`config.mk`:
```
export PLATFORM = sky130hd
export DESIGN_NAME = halt_exit_ctrl
export DESIGN_NICKNAME = d
export VERILOG_FILES = /design/src/rtl/hx_pkg.sv /design/src/rtl/hx_phase.sv /design/src/rtl/hx_irq_latch.sv /design/src/rtl/hx_seq.sv /design/src/rtl/halt_exit_ctrl.sv
export SDC_FILE = /design/constraint.sdc
export NUM_CORES = 1
export LEC_CHECK = 0
export BUFFER_PORTS_ARGS = -buffer_cell sky130_fd_sc_hd__buf_2
export CELL_PAD_IN_SITES_DETAIL_PLACEMENT = 1
export CELL_PAD_IN_SITES_GLOBAL_PLACEMENT = 1
export CORE_UTILIZATION = 35
export DETAILED_ROUTE_END_ITERATION = 10
export PLACE_DENSITY_LB_ADDON = 0.1
export SYNTH_ARGS = -nofsm -noshare
export SYNTH_HDL_FRONTEND = slang
export SYNTH_HIERARCHICAL = 1
export SYNTH_SLANG_ARGS = --single-unit
export TNS_END_PERCENT = 50
```
`constraint.sdc`:
```
create_clock -name clk -period 1.7 [get_ports clk]
set_input_delay 0.085 -clock clk [delete_from_list [all_inputs] [get_ports clk]]
set_output_delay 0.085 -clock clk [all_outputs]
set_load 0.01 [all_outputs]
```
`src/rtl/hx_pkg.sv`:
```
package hx_pkg;
  localparam int ST_W = 3;

  typedef enum logic [ST_W-1:0] {
    ST_RESET = 3'd0,
    ST_FETCH = 3'd1,
    ST_RUN   = 3'd2,
    ST_HALT  = 3'd3,
    ST_HOLD  = 3'd4
  } hx_state_e;
endpackage

```
`src/rtl/hx_phase.sv`:
```
// Splits each T state into a high half and a low half of one clock each.
module hx_phase (
  input  logic clk,
  input  logic rst,
  output logic phase_hi_o
);
  always_ff @(posedge clk) begin
    if (rst) phase_hi_o <= 1'b1;
    else     phase_hi_o <= ~phase_hi_o;
  end
endmodule

```
`src/rtl/hx_irq_latch.sv`:
```
// Rising-edge capture of the interrupt request; an edge in the clear cycle wins.
module hx_irq_latch (
  input  logic clk,
  input  logic rst,
  input  logic irq_i,
  input  logic clr_i,
  output logic pend_o
);
  logic prev_q;

  always_ff @(posedge clk) begin
    prev_q <= irq_i;
    if (rst) pend_o <= 1'b0;
    else     pend_o <= (pend_o & ~clr_i) | (irq_i & ~prev_q);
  end
endmodule

```
`src/rtl/hx_seq.sv`:
```
// T-state sequencer: halt, hold, exit timing and the enable flag.
module hx_seq
  import hx_pkg::*;
(
  input  logic            clk,
  input  logic            rst,
  input  logic            phase_hi_i,
  input  logic            halt_i,
  input  logic            hold_i,
  input  logic            pend_i,
  input  logic            mask_i,
  input  logic            ie_set_i,
  input  logic            ie_clr_i,
  input  logic            presample_i,
  output hx_state_e       state_o,
  output logic            float_o,
  output logic            ack_o,
  output logic            ie_o,
  output logic            take_o
);
  hx_state_e state_d;
  logic      go_q, go_d;
  logic      armed_q, armed_d;
  logic      halt_req_q;
  logic      sample_en, qual, take;

  assign qual      = pend_i & ie_o & ~mask_i;
  assign sample_en = (state_o == ST_HALT) | ((state_o == ST_RUN) & presample_i);

  always_comb begin
    state_d = state_o;
    go_d    = go_q;
    armed_d = armed_q;
    take    = 1'b0;
    if (phase_hi_i) begin
      if (sample_en && qual) go_d = 1'b1;
    end else begin
      armed_d = go_q;
      go_d    = 1'b0;
      unique case (state_o)
        ST_RESET: state_d = ST_FETCH;
        ST_FETCH: state_d = ST_RUN;
        ST_RUN: begin
          if (armed_q) begin
            state_d = ST_FETCH;
            take    = 1'b1;
          end else if (halt_req_q) begin
            state_d = ST_HALT;
          end
        end
        ST_HALT: begin
          if (hold_i) begin
            state_d = ST_HOLD;
            armed_d = 1'b0;
          end else if (armed_q) begin
            state_d = ST_FETCH;
            take    = 1'b1;
          end
        end
        ST_HOLD: begin
          if (!hold_i) state_d = ST_HALT;
        end
        default: state_d = ST_RESET;
      endcase
      if (take) armed_d = 1'b0;
    end
  end

  assign take_o = take;

  always_ff @(posedge clk) begin
    if (rst) begin
      state_o    <= ST_RESET;
      float_o    <= 1'b0;
      ack_o      <= 1'b0;
      ie_o       <= 1'b0;
      go_q       <= 1'b0;
      armed_q    <= 1'b0;
      halt_req_q <= 1'b0;
    end else begin
      state_o <= state_d;
      go_q    <= go_d;
      armed_q <= armed_d;
      if (!phase_hi_i) begin
        float_o <= (state_d == ST_HALT) || (state_d == ST_HOLD);
        ack_o   <= take;
      end
      if (take || ie_clr_i) ie_o <= 1'b0;
      else if (ie_set_i)    ie_o <= 1'b1;
      if (!phase_hi_i && state_o == ST_RUN && state_d == ST_HALT) halt_req_q <= 1'b0;
      else if (halt_i)                                             halt_req_q <= 1'b1;
    end
  end
endmodule

```
`src/rtl/halt_exit_ctrl.sv`:
```
module halt_exit_ctrl
  import hx_pkg::*;
(
  input  logic            clk,
  input  logic            rst,
  input  logic            halt_i,
  input  logic            hold_i,
  input  logic            irq_i,
  input  logic            irq_mask_i,
  input  logic            ie_set_i,
  input  logic            ie_clr_i,
  input  logic            presample_i,
  output logic [ST_W-1:0] tstate_o,
  output logic            clk_hi_o,
  output logic            float_o,
  output logic            fetch_ack_o,
  output logic            ie_o
);
  logic      phase_hi, pend, take;
  hx_state_e state;

  hx_phase u_phase (
    .clk        (clk),
    .rst        (rst),
    .phase_hi_o (phase_hi)
  );

  hx_irq_latch u_latch (
    .clk    (clk),
    .rst    (rst),
    .irq_i  (irq_i),
    .clr_i  (take),
    .pend_o (pend)
  );

  hx_seq u_seq (
    .clk         (clk),
    .rst         (rst),
    .phase_hi_i  (phase_hi),
    .halt_i      (halt_i),
    .hold_i      (hold_i),
    .pend_i      (pend),
    .mask_i      (irq_mask_i),
    .ie_set_i    (ie_set_i),
    .ie_clr_i    (ie_clr_i),
    .presample_i (presample_i),
    .state_o     (state),
    .float_o     (float_o),
    .ack_o       (fetch_ack_o),
    .ie_o        (ie_o),
    .take_o      (take)
  );

  assign tstate_o = state;
  assign clk_hi_o = phase_hi;
endmodule

```
==> metrics.cfg <==
[routing]
num_vias=525
drtIter0Drc=10
via_per_inst=5.30
drt_wl_total_um=1350
ant_nets=0
first_pass_iters=4
drc=0
wl_per_cell_um=13.6

[run_status]
status=complete, no violations

[synth]
yosys.area.top_type=dfxtp_1
syn-cell-area_um2=559
synth_cells=63
yosysUniqueCellTypes=27
synthTopCellsByArea=dfxtp_1 (43%), nor2_1 (8.1%), o21ai_0 (5.4%)
synthDominantCellAreaShare_pct=43.0
yosys_register_bits=12
avgSynthCellArea_um2=8.88
ys.flop_type=dfxtp_1
synth_edf_count=0
netlist_top_cells_count=dfxtp_1 (12), nor2_1 (12), o21ai_0 (6)
async_flop_share_pct=0
ys_seq_area_share_pct=43.0
synth_fp_nets=72
synth_warnings=6

[sta]
maxSlewViolCount=0
rsz0062_at_grt=false
setup_violations=0
setup-tns-final_ns=0
worst_slew_pin_slew_ns=0.356
hold_viol_final=0
fin_ws_ns=0.139
period_needed_ns=1.56
clock.fmax_ghz=0.641
slew_headroom_pct=75.9
fin_worst_skew_ns=0.00276
layout_worst_path_cycle_share_pct=91.8

[placed_design]
io_buffer_count=15
gp_congestion=0.733
place_ws_ns=0.169
place_area_um2=637
dp.cells=93

[global_routing]
antenna_found_initial=0
grt_max_degree=12
grt-ovfl-total=0
grt_first_pass_wirelength_um=2210
grt_pass1_vias=471
track_usage_pct=17.4

[critical_path]
crit_path_start=u_seq/state_o[1]$_SDFF_PP0_
critical_path_required_ns=1.86
path_class=flop to flop
cp_max_fo=9
rr_startpoint=u_seq/state_o[1]$_SDFF_PP0_
endpoint=u_seq/float_o$_SDFFE_PP0N_
startpoint_type=flop
rr_worst_depth=5
critPathCaptureType=flop
r2r_end=u_seq/float_o$_SDFFE_PP0N_
arrival_ns=1.73
r2r_slack_ns=0.14

[clock_tree]
numCtsBuffers=3
htree_num_levels=1
post_cts_buffers=0
cts_tree=done
cts-root-buf=clkbuf_4
cts.sinks=12
clock_latency_ns=0.27
clockBufferDepth=2
clk_pin_slew_ns=0.07

[finish]
drive_above_1_share_pct=33.7
antenna_cells=0
fin_area_um2=693
layoutNonFillerInstCount=99
nNetsFinal=93
area_growth_pct=23.9

[floorplanning]
core_area_mm2=0.00151
io_pins=16
dieWidth_um=42.0
die-area_mm2=0.00176
die_height_um=42.0
start_util_pct=37.1
num_rows=14

[pwr]
power.leakage_nw=0.290
cellPowerDensity_mw_per_mm2=900
vdd_drop_max_mv=0.501

[min_path]
hold_class=input pin to flop

[run]
drv_cap=0

==> layer usage <==
| metal | share of wire, % | up-vias | global-route usage (%) | routed length [µm] |
|---|---|---|---|---|
| met4 | 0 | 0 | 5.81 | 0 |
| met1 | 47 | 246 | 22.5 | 637 |
| met2 | 48 | 16 | 25.6 | 643 |
| met5 | 0 | - | 0 | 0 |
| li1 | - | 263 | - | - |
| met3 | 5.0 | 0 | 7.76 | 67 |
==> worst max-delay path, stage by stage (launching register included) <==
cell and delay [ns]:
dfxtp_1 0.49, nand2b_2 0.15, or3_4 0.39, nand2_2 0.09
nor3_2 0.05, o31a_1 0.28
==> final cells by class <==
cell class | instances | area [µm²]
Tap cell | 16 | 20.0
Multi-Input combinational cell | 46 | 279
Fill cell | 178 | 813
Clock buffer | 4 | 36.3
Sequential cell | 12 | 240
Timing Repair Buffer | 19 | 110
Inverter | 2 | 7.51
==> cells by family (layout without fill, tap and decap cells) <==
group | count (synthesis) | count (layout) | share of synthesized area, %
AOI/OAI and AO/OA | 17 | 17 | 19.0
buffers and inverters | 5 | 25 | 7.16
DFF | 12 | 12 | 43.0
and+or+nand+nor | 29 | 29 | 30.9
==> repair_timing <==
action                                 in CTS  in global routing
endpoints found under the hold margin       2                  0
gates resized for setup                     0                  0
hold buffers                                2                  0
==> registers in the layout, summed over array words and instances, names as in the netlist <==
signal              cells
u_latch/pend_o          1
u_latch/prev_q          1
u_phase/phase_hi_o      1
u_seq/ack_o             1
u_seq/armed_q           1
u_seq/float_o           1
u_seq/go_q              1
u_seq/halt_req_q        1
u_seq/ie_o              1
u_seq/state_o           3
==> worst min path at each step <==
stage | start | end | slack [ns] | cells past startpoint
CTS | halt_i | u_seq/halt_req_q$_SDFFE_PP0P_ | 0.08 | 3
global route | halt_i | u_seq/halt_req_q$_SDFFE_PP0P_ | 0.08 | 3
finish | halt_i | u_seq/halt_req_q$_SDFFE_PP0P_ | 0.08 | 3
detailed placement | irq_i | u_latch/prev_q$_DFF_P_ | 0.20 | 1
global placement | irq_i | u_latch/prev_q$_DFF_P_ | 0.20 | 1
floorplan | irq_i | u_latch/prev_q$_DFF_P_ | 0.11 | 0
==> power by group <==
group	total, W	switching (W)	internal, W
Sequential	0.000313	0.0000186	0.000295
Combinational	0.0000876	0.0000474	0.0000402
Clock	0.000223	0.0000927	0.000130
==> through the flow <==
step                total power (W)  utilization, %  hold WS, ns
floorplan                  0.000376               -        0.113
global placement           0.000402            42.3        0.203
detailed placement         0.000403            42.3        0.204
CTS                        0.000632            46.0       0.0761
global route               0.000665            46.0       0.0792
finish                     0.000624            46.0       0.0785
==> cells in the final DEF (no fill, tap or decap) <==
| master | n |
|---|---|
| a21oi_1 | 4 |
| o21ai_0 | 6 |
| nor3_1 | 2 |
| nor4_1 | 1 |
| nor3b_1 | 1 |
| nand3b_1 | 1 |
| dlygate4sd3_1 | 2 |
| o21a_1 | 1 |
| a32oi_1 | 2 |
| buf_2 | 15 |
| inv_1 | 2 |
| nand2b_2 | 1 |
| nand2_1 | 1 |
| nor3_2 | 1 |
| a211oi_1 | 1 |
| clkbuf_8 | 1 |
| nor4b_1 | 2 |
| clkbuf_4 | 3 |
| buf_4 | 2 |
| and3_2 | 1 |
| a31oi_1 | 1 |
| a21oi_2 | 1 |
| o31a_1 | 1 |
| nor3b_2 | 1 |
| nand2b_1 | 3 |
| nor2_1 | 12 |
| or3_4 | 1 |
| nand2_2 | 1 |
| dfxtp_1 | 12 |
Note: power is estimated with default switching activity, not from simulation.
